[config.mk]
export PLATFORM = sky130hd
export DESIGN_NAME = kport_change_irq
export DESIGN_NICKNAME = d
export VERILOG_FILES = /design/src/rtl/kci_pkg.sv /design/src/rtl/kci_sync.sv /design/src/rtl/kci_detect.sv /design/src/rtl/kci_regs.sv /design/src/rtl/kport_change_irq.sv
export SDC_FILE = /design/constraint.sdc
export NUM_CORES = 1
export LEC_CHECK = 0
export ABC_AREA = 1
export BUFFER_PORTS_ARGS = -buffer_cell sky130_fd_sc_hd__buf_2
export CAP_MARGIN = 10
export CORE_MARGIN = 10
export CORE_UTILIZATION = 35
export DETAILED_ROUTE_END_ITERATION = 16
export GPL_TIMING_DRIVEN = 0
export MAX_ROUTING_LAYER = met4
export PLACE_DENSITY = 0.6
export SLEW_MARGIN = 20
export SYNTH_ARGS = -nofsm -noshare
export SYNTH_HDL_FRONTEND = slang
export SYNTH_SLANG_ARGS = --single-unit
[constraint.sdc]
create_clock -name clk_i -period 1.51 [get_ports clk_i]
set_clock_uncertainty 0.2 [all_clocks]
set_input_delay 0.2265 -clock clk_i [delete_from_list [all_inputs] [get_ports clk_i]]
set_output_delay 0.2265 -clock clk_i [all_outputs]
set_load 0.005 [all_outputs]
[src/rtl/kci_pkg.sv]
package kci_pkg;
  localparam int ADDR_W = 2;

  typedef enum logic [ADDR_W-1:0] {
    SEL_DATA = 2'd0,
    SEL_MASK = 2'd1,
    SEL_FLAG = 2'd2,
    SEL_NONE = 2'd3
  } reg_sel_e;
endpackage

[src/rtl/kci_sync.sv]
module kci_sync #(
  parameter int N      = 4,
  parameter int STAGES = 2
) (
  input  logic         clk_i,
  input  logic         rst_ni,
  input  logic [N-1:0] d_i,
  output logic [N-1:0] q_o
);
  logic [N-1:0] stg_q [STAGES];

  always_ff @(posedge clk_i or negedge rst_ni) begin
    if (!rst_ni) begin
      for (int s = 0; s < STAGES; s++) stg_q[s] <= '0;
    end else begin
      stg_q[0] <= d_i;
      for (int s = 1; s < STAGES; s++) stg_q[s] <= stg_q[s-1];
    end
  end

  assign q_o = stg_q[STAGES-1];
endmodule

[src/rtl/kci_detect.sv]
module kci_detect #(
  parameter int N = 4
) (
  input  logic         clk_i,
  input  logic         rst_ni,
  input  logic [N-1:0] lvl_i,
  input  logic [N-1:0] en_i,
  input  logic         clr_i,
  output logic         flag_o
);
  logic [N-1:0] gated, prev_q;
  logic         set_ev, flag_q;

  // gating before the edge compare makes a mask 0->1 on a high input look like a rise
  assign gated  = lvl_i & en_i;
  assign set_ev = |(gated & ~prev_q);

  always_ff @(posedge clk_i or negedge rst_ni) begin
    if (!rst_ni) begin
      prev_q <= '0;
      flag_q <= 1'b0;
    end else begin
      prev_q <= gated;
      if (set_ev)     flag_q <= 1'b1;
      else if (clr_i) flag_q <= 1'b0;
    end
  end

  assign flag_o = flag_q;
endmodule

[src/rtl/kci_regs.sv]
module kci_regs
  import kci_pkg::*;
#(
  parameter int N = 4
) (
  input  logic              clk_i,
  input  logic              rst_ni,
  input  logic [ADDR_W-1:0] addr_i,
  input  logic              wr_i,
  input  logic              rd_i,
  input  logic [N-1:0]      wdata_i,
  input  logic [N-1:0]      lvl_i,
  input  logic              flag_i,
  output logic [N-1:0]      mask_o,
  output logic [N-1:0]      rdata_o,
  output logic              clr_o
);
  reg_sel_e     sel;
  logic [N-1:0] mask_q;

  assign sel = reg_sel_e'(addr_i);

  always_ff @(posedge clk_i or negedge rst_ni) begin
    if (!rst_ni)                      mask_q <= '0;
    else if (wr_i && sel == SEL_MASK) mask_q <= wdata_i;
  end

  always_comb begin
    rdata_o = '0;
    unique case (sel)
      SEL_DATA: rdata_o = lvl_i;
      SEL_MASK: rdata_o = mask_q;
      SEL_FLAG: rdata_o[0] = flag_i;
      default:  rdata_o = '0;
    endcase
  end

  assign clr_o  = rd_i && sel == SEL_FLAG;
  assign mask_o = mask_q;
endmodule

[src/rtl/kport_change_irq.sv]
module kport_change_irq
  import kci_pkg::*;
#(
  parameter int N_IN      = 4,
  parameter int SYNC_STGS = 2
) (
  input  logic              clk_i,
  input  logic              rst_ni,
  input  logic [N_IN-1:0]   kin_i,
  input  logic [ADDR_W-1:0] addr_i,
  input  logic              wr_i,
  input  logic              rd_i,
  input  logic [N_IN-1:0]   wdata_i,
  output logic [N_IN-1:0]   rdata_o,
  output logic              irq_o
);
  logic [N_IN-1:0] lvl, mask_q;
  logic            flag_q, clr;

  kci_sync #(.N(N_IN), .STAGES(SYNC_STGS)) u_sync (
    .clk_i, .rst_ni, .d_i(kin_i), .q_o(lvl)
  );

  kci_detect #(.N(N_IN)) u_det (
    .clk_i, .rst_ni, .lvl_i(lvl), .en_i(mask_q), .clr_i(clr), .flag_o(flag_q)
  );

  kci_regs #(.N(N_IN)) u_regs (
    .clk_i, .rst_ni, .addr_i, .wr_i, .rd_i, .wdata_i,
    .lvl_i(lvl), .flag_i(flag_q), .mask_o(mask_q), .rdata_o, .clr_o(clr)
  );

  assign irq_o = flag_q;
endmodule

==> reports/results.txt, run 1 <==
Skew-Pair Late Insertion Delay -> 0.28 ns
DR vias/cell -> 4.12
Setup violators final -> 0
Library cells used by synthesis -> 8
GRT met1 Usage -> 7.73%
Hold depth -> 3
Max-Cap Viols -> 0
Initial antenna violation count -> 0
Kind of critical path -> reg2out
Chip Width -> 62.2 µm
Rel. slew slack -> 75.7%
Clock Path Buffers -> 2
Share of cells above drive strength 1 -> 25.5%
Mapped Cells -> 63
Grt ovf -> 0
Synth Net Count -> 77
Post-CTS sizing -> 0
CTS clk-pin slew, worst paths -> 0.09 ns
CTS tree -> done
Die span in y -> 62.2 µm
Leakage power figure -> 0.000480 µW
Worst Path Max Fanout -> 3
Reg2reg setup slack -> 0.47 ns
YS warnings -> 0
DRT antenna net count -> 0
Layout Area Growth over Synthesis -> 38.2%
Final Max Slew Viols -> 0
Total core area -> 1710 µm²
HP Start -> wr_i
Inserted Clock Buffers -> 3
WL per Instance -> 11.2 µm
Total iterations of the first detailed-routing run -> 4
Vias in the first global route -> 548
Row Count -> 15
First-pass GRT wire length -> 2260 µm
Tmin final -> 1.39 ns
Routed WL -> 1330 µm
Port buffer count -> 18
Total track usage -> 7.41%
TNS Setup -> 0 ns
Seq/Total Area, Yosys -> 68.3%
Top cell by count, worst path -> nand3_1
Crit path capture type -> output port
Critical Path AT -> 0.97 ns
Worst Path Required -> 1.08 ns
Initial Util -> 36.5%
CP cell instances -> nand3_1 -> nand3_1 -> buf_2
Power Density -> 1020 nW/µm²
Vias -> 490
Reg2reg start -> u_regs.mask_o[1]$_DFFE_PN0P_
Startpoint types -> flip-flop
Clock root cell -> clkbuf_4
Cts hold-fix bufs -> 9
Mapped Area -> 623 µm²
Crit-path slowest cell -> dfrtp_1
Met3 usage -> 2.33%
Reg2reg path depth -> 4
Initial DRC count -> 13
Outcome -> completed
Nets -> 109
CTS sink cnt -> 17
Antenna diodes -> 0
Io pins -> 19
Hold EP -> u_regs.mask_o[1]$_DFFE_PN0P_
Final Hold Viols -> 0
Met2 usage -> 11.7%
Synth Area per Inst -> 9.89 µm²
Die area -> 3870 µm²
Detail Placement HPWL -> 999 µm
FMAX -> 717 MHz
Min-delay worst type -> in2reg
Worst ir drop on vdd -> 539 µV
Gpl congestion -> 0.776
Worst-Margin Slew -> 0.365 ns
RSZ-0062 raised after global routing -> no
Post-CTS setup buffers -> 0
Period utilization -> 92.3%
Crit path largest cell delay -> 0.40 ns
DRC violations left -> 0
Worst hold slack -> 0.0437 ns
Global routing's busiest layer -> met2
Pin count of the biggest net entering global routing -> 18
H-Tree Depth -> 1
Yosys reg bits -> 17
R2R Path End -> u_det.flag_o$_DFFE_PN0P_
[stage by stage]
step | utilization, % | area (µm²) | std cells | setup slack (ns) | total power, µW
final | 50.4 | 861 | 119 | 0.116 | 876
after floorplan | - | 623 | 63 | 0.512 | 579
after global placement | 43.6 | 744 | 106 | 0.206 | 636
after detailed placement | 43.6 | 744 | 106 | 0.153 | 641
after CTS | 50.4 | 861 | 119 | 0.0960 | 892
after global routing | 50.4 | 861 | 119 | 0.0438 | 938
[kinds of logic after synthesis]
family / count (synthesis) / synth area share (%)
buf+inv: 5 / 3.01
flops: 17 / 68.3
simple gates: 41 / 28.7
[routing by layer]
metal | routed length [µm] | up-vias
met4 | 12 | 0
li1 | - | 254
met5 | 0 | -
met1 | 615 | 222
met3 | 63 | 2
met2 | 637 | 12
[how the worst max path moves through the flow]
stage                              from    endpoint  slack, ns  cells after the start
2_1_floorplan                 addr_i[0]  rdata_o[0]       0.51                      4
3_3_place_gp                  addr_i[1]  rdata_o[0]       0.21                      5
3_5_place_dp                  addr_i[1]  rdata_o[0]       0.15                      5
4_1_cts        u_det.flag_o$_DFFE_PN0P_  rdata_o[0]        0.1                      3
5_1_grt        u_det.flag_o$_DFFE_PN0P_  rdata_o[0]       0.04                      3
6_report       u_det.flag_o$_DFFE_PN0P_  rdata_o[0]       0.12                      3
[Yosys cell counts (all sizes together)]
cell,count,area [µm²]
dfrtp,17,425
nand2,25,101
inv,5,18.8
nand3,8,40.0
nor2,8,37.5
[cell usage in the layout (no fill, tap or decap)]
master,instances
nand2_1,24
buf_2,18
dfrtp_1,17
dlygate4sd3_1,9
nand3_1,8
nor2_1,7
inv_1,4
clkbuf_4,3
inv_2,1
nor2_4,1
nand2_4,1
clkbuf_1,1
[worst max-delay path, delay by kind of cell, from the launching register on]
kind	cells	cell delay, ns
buf+inv	1	0.13
flops	1	0.40
simple gates	2	0.16
[where the power goes]
part	total (µW)	leakage, µW	internal [µW]	switching [µW]
combinational	126	0.000259	60.6	65.0
sequential	521	0.000206	497	24.2
clock	229	0.0000150	103	127
[registers in the layout, indices dropped and copies added, names as in the netlist]
register	cells
u_det.flag_o	1
u_sync.stg_q	4
u_det.prev_q	4
u_sync.q_o	4
u_regs.mask_o	4
[area by class of cell]
cell class                 count  area (µm²)
fill                         170         847
multi-input combinational     41         179
clock buffer                   4        26.3
sequential                    17         425
timing repair buffer          27         180
inverter                       5        18.8
tap                           25        31.3
(Power assumes the default switching activity.)
==> run 2, diff against run 1 <==
MAX_ROUTING_LAYER = unset   (was met4)
==> run 2 against run 1 <==
Net effect:
- worst setup slack about the same
- largest cell class unchanged
- maximum frequency about the same
- register-to-register slack about the same
- non-clock buffer count unchanged
- global-route usage down 0.20 points
- sequential cell count unchanged
- combinational power about the same
==> reports/results.txt, run 2 (same netlist as run 1, synthesis figures left out) <==
Outcome -> completed
Die area -> 3870 µm² (unchanged)
Post-CTS setup buffers -> 0 (unchanged)
Setup violators final -> 0 (unchanged)
CTS sink cnt -> 17 (unchanged)
Io pins -> 19 (unchanged)
Total core area -> 1710 µm² (unchanged)
Worst-Margin Slew -> 0.365 ns (unchanged)
Flop pwr share -> 59.5% (about the same)
Worst Path Required -> 1.08 ns (about the same)
Reg2reg path depth -> 4 (unchanged)
Max-Cap Viols -> 0 (unchanged)
Initial antenna violation count -> 0 (unchanged)
Skew-Pair Late Insertion Delay -> 0.28 ns (about the same)
Commonest non-fill, non-tap cell in the layout -> nand2_1
Grt ovf -> 0 (unchanged)
Share of cells above drive strength 1 -> 25.5% (unchanged)
Switching pwr -> 216 µW (about the same)
Final Max Slew Viols -> 0 (unchanged)
FMAX -> 717 MHz (about the same)
Tmin final -> 1.39 ns (+0.0000950 ns)
Antenna diodes -> 0 (unchanged)
Layout Area Growth over Synthesis -> 38.2% (unchanged)
Initial Util -> 36.5% (unchanged)
Routed WL -> 1330 µm (unchanged)
Kind of critical path -> reg2out
Worst ir drop on vdd -> 539 µV (about the same)
H-Tree Depth -> 1 (unchanged)
Clock root cell -> clkbuf_4
First-pass GRT wire length -> 2250 µm (-0.31%)
Startpoint types -> flip-flop
Detail Placement HPWL -> 999 µm (unchanged)
Clock share of power -> 26.2% (about the same)
Leakage power figure -> 0.000480 µW (unchanged)
P_int -> 660 µW (about the same)
DRC violations left -> 0 (unchanged)
Port buffer count -> 18 (unchanged)
WL per Instance -> 11.2 µm (unchanged)
Combinational share of power -> 14.3% (about the same)
Crit path capture type -> output port
DR vias/cell -> 4.12 (unchanged)
Critical Path AT -> 0.97 ns (about the same)
DRT antenna net count -> 0 (unchanged)
Total track usage -> 7.21% (-0.20 points)
Chip Width -> 62.2 µm (unchanged)
Inserted Clock Buffers -> 3 (unchanged)
Total iterations of the first detailed-routing run -> 4 (unchanged)
CTS clk-pin slew, worst paths -> 0.09 ns (about the same)
Hold depth -> 3 (unchanged)
Clock Path Buffers -> 2 (unchanged)
Worst hold slack -> 0.0436 ns (-0.0000823 ns)
RSZ-0062 raised after global routing -> no
Pin count of the biggest net entering global routing -> 18 (unchanged)
Gpl congestion -> 0.766 (-1.3%)
Row Count -> 15 (unchanged)
Worst Path Max Fanout -> 3 (unchanged)
Net Sw Frac -> 24.7% (about the same)
Final Hold Viols -> 0 (unchanged)
Vias -> 490 (unchanged)
Power Density -> 1020 nW/µm² (about the same)
CTS tree -> done
Min-delay worst type -> in2reg
Vias in the first global route -> 548 (unchanged)
TNS Setup -> 0 ns (unchanged)
Die span in y -> 62.2 µm (unchanged)
Initial DRC count -> 13 (unchanged)
Commonest cells after routing, fill and taps aside -> 24 x nand2_1, 18 x buf_2, 17 x dfrtp_1
Fill cells -> 170 (unchanged)
Nets -> 109 (unchanged)
Period utilization -> 92.3% (about the same)
Rel. slew slack -> 75.7% (unchanged)
[run 2: area by class of cell]
| class | instances | area, µm² | area share [%] |
|---|---|---|---|
| Clock buffer | 4 | 26.3 | 3.05 |
| Inverter | 5 | 18.8 | 2.18 |
| Multi-Input combinational cell | 41 | 179 | 20.8 |
| Sequential cell | 17 | 425 | 49.4 |
| Tap cell | 25 | 31.3 | 3.63 |
| Timing Repair Buffer | 27 | 180 | 20.9 |
[run 2: per-layer routing]
| metal | vias to the layer above | global-route usage, % | share of wire (%) |
|---|---|---|---|
| li1 | 254 | - | - |
| met1 | 222 | 7.42 | 45 |
| met2 | 12 | 11.7 | 48 |
| met3 | 2 | 2.87 | 6.4 |
| met4 | 0 | 5.14 | 0.90 |
| met5 | - | 0 | 0 |
[run 2: final timing paths]
| check | to | start | slack, ns |
|---|---|---|---|
| max | rdata_o[0] | u_det.flag_o$_DFFE_PN0P_ | 0.12 |
| min | u_regs.mask_o[1]$_DFFE_PN0P_ | wr_i | 0.04 |
| max reg2reg | u_det.flag_o$_DFFE_PN0P_ | u_regs.mask_o[1]$_DFFE_PN0P_ | 0.47 |
| min reg2reg | u_sync.q_o[0]$_DFF_PN0_ | u_sync.stg_q[4]$_DFF_PN0_ | 0.16 |
| max in group asynchronous | u_sync.stg_q[7]$_DFF_PN0_ | rst_ni | 0.67 |
| min in group asynchronous | u_det.prev_q[0]$_DFF_PN0_ | rst_ni | 0.18 |
[run 2: stage by stage]
stage / utilization [%] / cell area (µm²) / total power (µW) / worst slack (ns) / std cells
floorplan: - / 623 / 579 / 0.512 / 63
finish: 50.4 / 861 / 877 / 0.116 / 119
CTS: 50.4 / 861 / 892 / 0.0960 / 119
global placement: 43.6 / 744 / 636 / 0.206 / 106
global route: 50.4 / 861 / 938 / 0.0438 / 119
detailed placement: 43.6 / 744 / 641 / 0.153 / 106
[run 2: what timing repair did]
action                                 in CTS  in global routing
setup endpoints to repair                   0                  0
endpoints found under the hold margin      25                  0
resized for setup                           0                  0
hold buffers                                9                  0
[run 2: worst max-delay path: stages, from the launching register on]
cell and delay (ns):
dfrtp_1 0.40, nand3_1 0.09, nand3_1 0.07, buf_2 0.13
[run 2: power by group through the flow]
stage | combinational [µW] | clock [µW] | sequential [µW]
finish | 126 | 229 | 521
global route | 144 | 268 | 526
CTS | 129 | 242 | 521
detailed placement | 111 | 0 | 531
global placement | 106 | 0 | 529
floorplan | 54.8 | 0 | 524
